[src/rtl/htu_pkg.sv]
// Shared widths, types and the byte-strobe merge helper for the
// multi-hart machine timer. Assumes 32-bit bus words and 64-bit registers.
package htu_pkg;
    localparam int unsigned WORD_W    = 32;
    localparam int unsigned TIME_W    = 64;
    localparam int unsigned STRB_W    = WORD_W / 8;
    localparam int unsigned MAX_HARTS = 4095;
    localparam int unsigned ADDR_W    = 15;           // 4095 x 8 bytes fits below 0x8000
    localparam int unsigned IDX_W     = ADDR_W - 3;   // hart index field, 8 bytes per hart

    typedef logic [WORD_W-1:0] word_t;
    typedef logic [TIME_W-1:0] tval_t;
    typedef logic [STRB_W-1:0] strb_t;

    // Replace only the bytes of cur whose strobe bit is set.
    function automatic word_t strobe_merge(word_t cur, word_t nw, strb_t s);
        word_t r;
        r = cur;
        for (int b = 0; b < int'(STRB_W); b++) begin
            if (s[b]) r[8*b +: 8] = nw[8*b +: 8];
        end
        return r;
    endfunction
endpackage

[src/rtl/htu_time_counter.sv]
// Free-running 64-bit time value. It advances by one per cycle with tick high.
// A software word write (with byte strobes) wins over a tick in the same cycle.
// Assumes tick is already synchronous to clk.
module htu_time_counter
    import htu_pkg::*;
(
    input  logic  clk,
    input  logic  rst_n,
    input  logic  tick_i,
    input  logic  wr_lo_i,
    input  logic  wr_hi_i,
    input  word_t wdata_i,
    input  strb_t strb_i,
    output tval_t count_o
);
    tval_t cnt_q;
    tval_t cnt_next;

    // Next value: a software write first, else a tick increment, else hold.
    always_comb begin
        cnt_next = cnt_q;
        if (wr_lo_i || wr_hi_i) begin
            if (wr_lo_i) cnt_next[WORD_W-1:0]      = strobe_merge(cnt_q[WORD_W-1:0], wdata_i, strb_i);
            if (wr_hi_i) cnt_next[TIME_W-1:WORD_W] = strobe_merge(cnt_q[TIME_W-1:WORD_W], wdata_i, strb_i);
        end else if (tick_i) begin
            cnt_next = cnt_q + tval_t'(1);
        end
    end

    // Counter register, cleared by reset.
    always_ff @(posedge clk) begin
        if (!rst_n) cnt_q <= '0;
        else        cnt_q <= cnt_next;
    end

    assign count_o = cnt_q;
endmodule

[src/rtl/htu_cmp_bank.sv]
// One 64-bit compare register per hart, written a word at a time with
// byte strobes. It also provides the read word for an indexed hart.
// Reset loads all ones, so no interrupt fires before software programs it.
// Assumes the caller blocks indices at or above NUM_HARTS.
module htu_cmp_bank
    import htu_pkg::*;
#(
    parameter int unsigned NUM_HARTS = 4
) (
    input  logic                        clk,
    input  logic                        rst_n,
    input  logic                        wr_en_i,
    input  logic [IDX_W-1:0]            idx_i,
    input  logic                        hi_i,
    input  word_t                       wdata_i,
    input  strb_t                       strb_i,
    output word_t                       rd_word_o,
    output logic [NUM_HARTS*TIME_W-1:0] cmp_flat_o
);
    genvar h;
    generate
        for (h = 0; h < int'(NUM_HARTS); h++) begin : g_hart
            tval_t cmp_q;
            logic  hit;

            assign hit = wr_en_i && (idx_i == IDX_W'(h));

            // Per-hart compare register, updated when this hart's index is written.
            always_ff @(posedge clk) begin
                if (!rst_n) begin
                    cmp_q <= '1;
                end else if (hit) begin
                    if (hi_i) cmp_q[TIME_W-1:WORD_W] <= strobe_merge(cmp_q[TIME_W-1:WORD_W], wdata_i, strb_i);
                    else      cmp_q[WORD_W-1:0]      <= strobe_merge(cmp_q[WORD_W-1:0], wdata_i, strb_i);
                end
            end

            assign cmp_flat_o[h*TIME_W +: TIME_W] = cmp_q;
        end
    endgenerate

    // Read select: the addressed hart's upper or lower word, zero if no hart matches.
    always_comb begin
        rd_word_o = '0;
        for (int k = 0; k < int'(NUM_HARTS); k++) begin
            if (idx_i == IDX_W'(k)) begin
                rd_word_o = hi_i ? cmp_flat_o[k*TIME_W+WORD_W +: WORD_W]
                                 : cmp_flat_o[k*TIME_W +: WORD_W];
            end
        end
    end
endmodule

[src/rtl/htu_irq_gen.sv]
// Registered per-hart timer interrupts. Each output is the unsigned
// comparison time >= compare, taken one edge after its operands.
module htu_irq_gen
    import htu_pkg::*;
#(
    parameter int unsigned NUM_HARTS = 4
) (
    input  logic                        clk,
    input  logic                        rst_n,
    input  tval_t                       time_i,
    input  logic [NUM_HARTS*TIME_W-1:0] cmp_flat_i,
    output logic [NUM_HARTS-1:0]        irq_o
);
    logic [NUM_HARTS-1:0] irq_q;

    // Level comparison for every hart, registered to cut the 64-bit compare path.
    always_ff @(posedge clk) begin
        if (!rst_n) begin
            irq_q <= '0;
        end else begin
            for (int h = 0; h < int'(NUM_HARTS); h++) begin
                irq_q[h] <= (time_i >= cmp_flat_i[h*TIME_W +: TIME_W]);
            end
        end
    end

    assign irq_o = irq_q;
endmodule

[src/rtl/hart_timer_unit.sv]
// Top of the multi-hart machine timer. It decodes the time window and the
// compare window, registers read data, and drives one level interrupt per hart.
// Assumes sel_time and sel_cmp are never high together, and that offsets are
// word aligned (unaligned offsets read zero and ignore writes).
module hart_timer_unit
    import htu_pkg::*;
#(
    parameter int unsigned NUM_HARTS = 4
) (
    input  logic                 clk,
    input  logic                 rst_n,
    input  logic                 tick,
    input  logic                 sel_time,
    input  logic                 sel_cmp,
    input  logic                 bus_we,
    input  logic [ADDR_W-1:0]    bus_addr,
    input  logic [WORD_W-1:0]    bus_wdata,
    input  logic [STRB_W-1:0]    bus_strb,
    output logic [WORD_W-1:0]    bus_rdata,
    output logic [NUM_HARTS-1:0] timer_irq
);
    generate
        if (NUM_HARTS < 1 || NUM_HARTS > MAX_HARTS) begin : g_bad_count
            $error("hart_timer_unit: NUM_HARTS must lie in 1..4095");
        end
    endgenerate

    logic [IDX_W-1:0]            addr_idx;
    logic                        addr_hi;
    logic                        aligned;
    logic                        time_hit;
    logic                        cmp_hit;
    tval_t                       time_q;
    word_t                       cmp_word;
    word_t                       rd_next;
    word_t                       rdata_q;
    logic [NUM_HARTS*TIME_W-1:0] cmp_flat;

    // Address decode shared by both windows.
    assign addr_idx = bus_addr[ADDR_W-1:3];
    assign addr_hi  = bus_addr[2];
    assign aligned  = (bus_addr[1:0] == 2'b00);
    assign time_hit = sel_time && aligned && (addr_idx == '0);
    assign cmp_hit  = sel_cmp && aligned && (32'(addr_idx) < NUM_HARTS);

    htu_time_counter u_counter (
        .clk     (clk),
        .rst_n   (rst_n),
        .tick_i  (tick),
        .wr_lo_i (time_hit && bus_we && !addr_hi),
        .wr_hi_i (time_hit && bus_we && addr_hi),
        .wdata_i (bus_wdata),
        .strb_i  (bus_strb),
        .count_o (time_q)
    );

    htu_cmp_bank #(.NUM_HARTS(NUM_HARTS)) u_cmp_bank (
        .clk        (clk),
        .rst_n      (rst_n),
        .wr_en_i    (cmp_hit && bus_we),
        .idx_i      (addr_idx),
        .hi_i       (addr_hi),
        .wdata_i    (bus_wdata),
        .strb_i     (bus_strb),
        .rd_word_o  (cmp_word),
        .cmp_flat_o (cmp_flat)
    );

    htu_irq_gen #(.NUM_HARTS(NUM_HARTS)) u_irq_gen (
        .clk        (clk),
        .rst_n      (rst_n),
        .time_i     (time_q),
        .cmp_flat_i (cmp_flat),
        .irq_o      (timer_irq)
    );

    // Read word selection. Anything outside a decoded register returns zero.
    always_comb begin
        if (time_hit)     rd_next = addr_hi ? time_q[TIME_W-1:WORD_W] : time_q[WORD_W-1:0];
        else if (cmp_hit) rd_next = cmp_word;
        else              rd_next = '0;
    end

    // Read-data register. It loads on a read in either window and holds otherwise.
    always_ff @(posedge clk) begin
        if (!rst_n)                                rdata_q <= '0;
        else if ((sel_time || sel_cmp) && !bus_we) rdata_q <= rd_next;
    end

    assign bus_rdata = rdata_q;
endmodule

[config.mk]
export PLATFORM = sky130hd
export DESIGN_NAME = hart_timer_unit
export DESIGN_NICKNAME = d
export VERILOG_FILES = /design/src/rtl/htu_pkg.sv /design/src/rtl/htu_time_counter.sv /design/src/rtl/htu_cmp_bank.sv /design/src/rtl/htu_irq_gen.sv /design/src/rtl/hart_timer_unit.sv
export SDC_FILE = /design/constraint.sdc
export NUM_CORES = 1
export LEC_CHECK = 0
export ABC_AREA = 0
export ABC_CLOCK_PERIOD_IN_PS = 5200
export BUFFER_PORTS_ARGS = -buffer_cell sky130_fd_sc_hd__buf_2
export CORE_ASPECT_RATIO = 0.8
export CORE_MARGIN = 5
export CORE_UTILIZATION = 30
export CTS_BUF_LIST = sky130_fd_sc_hd__clkbuf_16
export DETAILED_ROUTE_END_ITERATION = 6
export GPL_ROUTABILITY_DRIVEN = 0
export HOLD_SLACK_MARGIN = 0.06
export PLACE_DENSITY_LB_ADDON = 0.2
export SLEW_MARGIN = 20
export SYNTH_ARGS = -nofsm -noshare
export SYNTH_HDL_FRONTEND = slang
export SYNTH_SLANG_ARGS = --single-unit
[constraint.sdc]
create_clock -name clk -period 5.2 [get_ports clk]
set_input_delay 0.52 -clock clk [delete_from_list [all_inputs] [get_ports clk]]
set_output_delay 0.52 -clock clk [all_outputs]
set_load 0.03 [all_outputs]
==> results.txt <==
----------------------------------------------------
[Clocking]
  CTS tree ... built
  Total CTS buffers ... 45
  Root buffer cell ... sky130_fd_sc_hd__clkbuf_16
  Cells resized by post-CTS repair ... 0
  CTS H-Tree Depth ... 2
  Setup Buffers After CTS ... 0
  Clk buf depth ... 3
  Number of buffers inserted by hold repair at cts ... 0
  Post-CTS clock slew at the launch and capture registers of the worst setup and hold paths ... 0.06 ns
  Later-pin clock latency in the skew report ... roughly 0.6 ns
  Number of sinks driven by the clock tree ... ~360

[Critical path]
  Critical path data arrival time ... between 3 and 4 ns
  Critical Path Fanout Max ... 16
  Critical register-to-register path startpoint ... u_counter.count_o[61]
  Required arrival time at the worst endpoint ... about 5.6 ns
  Critical Setup Path Class ... input port to register
  Critical path cell sequence ... buf_2 > or4_1 > nor4b_4 > nand4_1 > nor2_1 > o211ai_1
  Launching element type of the critical path ... input port
  Register-to-Register Path Depth ... 7
  Worst path slowest cell ... sky130_fd_sc_hd__nor2_1
  Kind of end point of the critical path ... register
  Register-to-register setup slack ... ~1.8 ns
  Delay of the slowest cell on the worst path ... between 0.9 and 1 ns
  Endpoint of the lowest-slack register-to-register path ... u_irq_gen.irq_o[1]

[Synthesis]
  Mean instance size in the synthesized netlist ... 8.314 um^2
  Summed instance area of the synthesized netlist ... between 20000 and 25000 um^2
  Async set-or-reset flop fraction in the synthesized netlist ... 0
  Synthesized flop and latch total ... roughly 360
  Syn nets ... about 3000
  Cells after synthesis ... 2744
  Post-synth EDFFs ... 0
  Synthesis warning total ... 0
  Post-synthesis sequential area ratio ... 0.3124
  Primary FF master, synth ... sky130_fd_sc_hd__dfxtp_1
  Unique cell type count in the Yosys netlist ... slightly above 70

[Global route]
  Gr ovfl total ... 0
  Global routing usage summed across all routing layers ... 0.2131
  Global-route wire length before repair ... ~140 mm
  Number of antenna violations at the first check in global routing ... 2
  Largest net degree at the start of global routing ... roughly 90
  Vias in the first global route ... between 20000 and 25000

[STA]
  Headroom to the max-slew limit ... 0.2396
  Minimum period implied by the final worst setup slack ... about 3.4 ns
  Number of hold violations in the final report ... 0
  Slew at the pin closest to its max-slew limit ... 1.141 ns
  Maximum clock frequency ... just under 0.3 GHz
  Final cycle utilization of the critical path ... 0.6519
  Number of endpoints failing setup at the final stage ... 0
  Max Slew Vio Count ... 0
  Total negative slack ... 0 ns
  Final critical-path setup slack ... 1.810 ns
  Worst clock skew on the final layout ... between 0.03 and 0.04 ns
  RSZ-0062 raised after global routing ... false

[Flow run]
  Max-Cap Viols ... 0

[Power and ir drop]
  Worst IR drop on VDD ... between 0.2 and 0.25 mV
  PwrDens ... between 200 and 250 nW/um^2
  Static leakage ... about 12 nW

[Detailed routing]
  Count of routing violations after the opening detailed-route iteration ... around 2100
  Vias/cell ... around 5.7
  Total number of vias ... around 22000
  Metal3 WL ... approximately 6.5 mm
  Routed wire per std cell ... approximately 24 um
  Met2 routed wirelength ... approximately 38 mm
  Wire length reported by the detailed router ... slightly above 90 mm
  Max layer used ... met4
  Residual DRC count ... 0
  Routed length on met1 ... roughly 44 mm
  Count of antenna-violating nets left after detailed routing ... 0
  First-pass detailed-route iteration total ... 5

[Cells and area]
  Fraction of final layout cells with drive strength greater than 1 ... 0.1069
  Nets@finish ... 3074
  Area delta synth->final ... 12.73%
  Post-route cell area ... 25720 um^2
  Number of antenna cells inserted ... 0

[Placed design]
  Number of buffer cells added on primary ports ... 92
  Worst setup slack after placement ... 1.323 ns
  Detailed placer's ending HPWL ... 65.39 mm
  Post-detailed-placement cell area ... 24360 um^2

[Floorplanning]
  Initial Util ... 0.3024
  Width of the die ... about 320 um
  Placement Rows ... 90
  Area of the core ... ~75000 um^2
  Die area ... 81700 um^2
  Die H ... ~260 um
  Number of ports placed on the die boundary ... 93

[Hold path]
  Hold Path End ... u_cmp_bank.g_hart[0].cmp_q[53]
  Worst hold path cell count ... 3
  Hold wc startpoint ... bus_wdata[21]
  Tightest Hold Check Type ... input port to register

[Outcome]
  Outcome ... complete, no violations

----------------------------------------------------
[cell type report]
class | instances | area (um^2)
clock inverters | 38 | 229.0
multi-input cells | 1942 | 14030
inverters | 263 | 987.2
clock buffers | 45 | 1126
well taps | 1012 | 1266
repair buffers | 152 | 954.7
fillers | 7875 | 49730
flip-flops and latches | 356 | 7127
[state kept, by name, summed over array words and instances (netlist names)]
| name | flops |
|---|---|
| bus_rdata | 32 |
| u_irq_gen.irq_o | 4 |
| u_cmp_bank.g_hart.cmp_q | 256 |
| u_counter.count_o | 64 |
[through the flow]
| step | instances | power [mW] | util | hold WS, ns |
|---|---|---|---|---|
| 2_1_floorplan | 2744 | 3.047 | - | 0.4635 |
| 3_3_place_gp | 3725 | 3.197 | 0.3229 | 0.4853 |
| 3_5_place_dp | 3725 | 3.200 | 0.3229 | 0.4938 |
| 4_1_cts | 3808 | 6.201 | 0.3408 | 0.2889 |
| 5_1_grt | 3808 | 6.340 | 0.3409 | 0.2912 |
| 6_report | 3808 | 6.140 | 0.3409 | 0.3025 |
[worst max path at each step]
stage	to	slack, ns	cells after the start	start
floorplan	u_cmp_bank.g_hart[0].cmp_q[24]	2.31	7	bus_addr[6]
global placement	u_cmp_bank.g_hart[3].cmp_q[57]	1.44	7	bus_addr[6]
detailed placement	u_cmp_bank.g_hart[3].cmp_q[58]	1.32	6	bus_addr[6]
CTS	u_irq_gen.irq_o[1]	1.79	7	u_counter.count_o[59]
global route	u_counter.count_o[57]	1.61	6	u_counter.count_o[29]
finish	u_cmp_bank.g_hart[3].cmp_q[63]	1.81	6	bus_addr[6]
[worst max-delay path, delay by kind of cell]
kind,cells,cell delay [ns]
compound gates,1,0.15
buf+inv,1,0.09
simple gates,4,3.01
[power breakdown]
part           internal, mW  switching, mW
Combinational        0.0943          0.287
Clock                  1.67           1.33
Sequential             2.74         0.0148
Total                  4.51           1.63
[metal layers]
metal / track usage / vias up
met2: 0.3146 / 876
met4: 0.06179 / 0
met1: 0.3184 / 10469
li1: - / 10131
met5: 0 / -
met3: 0.03548 / 144
[cell usage in the layout, fill, tap and decap left out, types with 11 or more instances in the layout]
cell type and instances:
sky130_fd_sc_hd__a211oi_1 29, sky130_fd_sc_hd__a21o_1 43, sky130_fd_sc_hd__a21oi_1 182, sky130_fd_sc_hd__a31oi_1 14
sky130_fd_sc_hd__and2_1 12, sky130_fd_sc_hd__and3_1 18, sky130_fd_sc_hd__and4_1 19, sky130_fd_sc_hd__buf_2 89
sky130_fd_sc_hd__buf_4 59, sky130_fd_sc_hd__clkbuf_16 45, sky130_fd_sc_hd__clkinv_1 11, sky130_fd_sc_hd__dfxtp_1 356
sky130_fd_sc_hd__ha_1 257, sky130_fd_sc_hd__inv_1 274, sky130_fd_sc_hd__mux2i_1 47, sky130_fd_sc_hd__mux4_2 55
sky130_fd_sc_hd__nand2_1 387, sky130_fd_sc_hd__nand2b_1 14, sky130_fd_sc_hd__nand3_1 58, sky130_fd_sc_hd__nand4_1 66
sky130_fd_sc_hd__nor2_1 99, sky130_fd_sc_hd__nor2b_1 13, sky130_fd_sc_hd__nor3_1 25, sky130_fd_sc_hd__nor4_1 20
sky130_fd_sc_hd__o211ai_1 268, sky130_fd_sc_hd__o21a_1 13, sky130_fd_sc_hd__o21ai_0 131
[logic make-up (layout without fill, tap and decap cells)]
kind of cell,count (synthesis),after routing,synth area share
compound gates,807,807,0.2371
simple gates,773,773,0.1590
mux,105,105,0.07640
fa+ha+maj,257,257,0.1409
buf+inv,446,498,0.07420
flops,356,356,0.3124
[synthesized netlist by cell type (5+ instances only)]
master / number / area share
sky130_fd_sc_hd__nor2_1: 102 / 0.017
sky130_fd_sc_hd__a221o_1: 6 / 0.0026
sky130_fd_sc_hd__a211o_1: 6 / 0.0023
sky130_fd_sc_hd__nor3_1: 26 / 0.0057
sky130_fd_sc_hd__clkbuf_1: 156 / 0.026
sky130_fd_sc_hd__o211ai_1: 268 / 0.088
sky130_fd_sc_hd__ha_1: 257 / 0.14
sky130_fd_sc_hd__buf_2: 15 / 0.0033
sky130_fd_sc_hd__nor4_1: 22 / 0.0060
sky130_fd_sc_hd__dfxtp_1: 356 / 0.31
sky130_fd_sc_hd__or3_1: 6 / 0.0016
sky130_fd_sc_hd__a311oi_1: 6 / 0.0023
sky130_fd_sc_hd__a221oi_1: 6 / 0.0023
sky130_fd_sc_hd__o31a_1: 6 / 0.0023
sky130_fd_sc_hd__o31ai_1: 9 / 0.0030
sky130_fd_sc_hd__a21oi_1: 182 / 0.040
sky130_fd_sc_hd__buf_1: 12 / 0.0020
sky130_fd_sc_hd__a31oi_1: 14 / 0.0038
sky130_fd_sc_hd__o221ai_1: 8 / 0.0031
sky130_fd_sc_hd__a21o_1: 43 / 0.014
sky130_fd_sc_hd__a211oi_1: 29 / 0.0095
sky130_fd_sc_hd__o2111ai_1: 5 / 0.0019
sky130_fd_sc_hd__o21a_1: 13 / 0.0043
sky130_fd_sc_hd__or4_1: 9 / 0.0030
sky130_fd_sc_hd__o21ai_0: 131 / 0.029
sky130_fd_sc_hd__nor2b_1: 13 / 0.0036
sky130_fd_sc_hd__and2_1: 12 / 0.0033
sky130_fd_sc_hd__nand2b_1: 14 / 0.0038
sky130_fd_sc_hd__o32ai_1: 6 / 0.0023
sky130_fd_sc_hd__mux4_2: 55 / 0.054
sky130_fd_sc_hd__nand2_1: 388 / 0.064
sky130_fd_sc_hd__and3_1: 18 / 0.0049
sky130_fd_sc_hd__inv_1: 263 / 0.043
sky130_fd_sc_hd__and4_1: 19 / 0.0073
sky130_fd_sc_hd__nand3_1: 58 / 0.013
sky130_fd_sc_hd__a22oi_1: 8 / 0.0026
sky130_fd_sc_hd__mux2i_1: 47 / 0.021
sky130_fd_sc_hd__o41ai_1: 6 / 0.0023
sky130_fd_sc_hd__o221a_2: 9 / 0.0044
sky130_fd_sc_hd__o22ai_1: 6 / 0.0016
sky130_fd_sc_hd__nand4_1: 66 / 0.018
(Power assumes the default switching activity.)
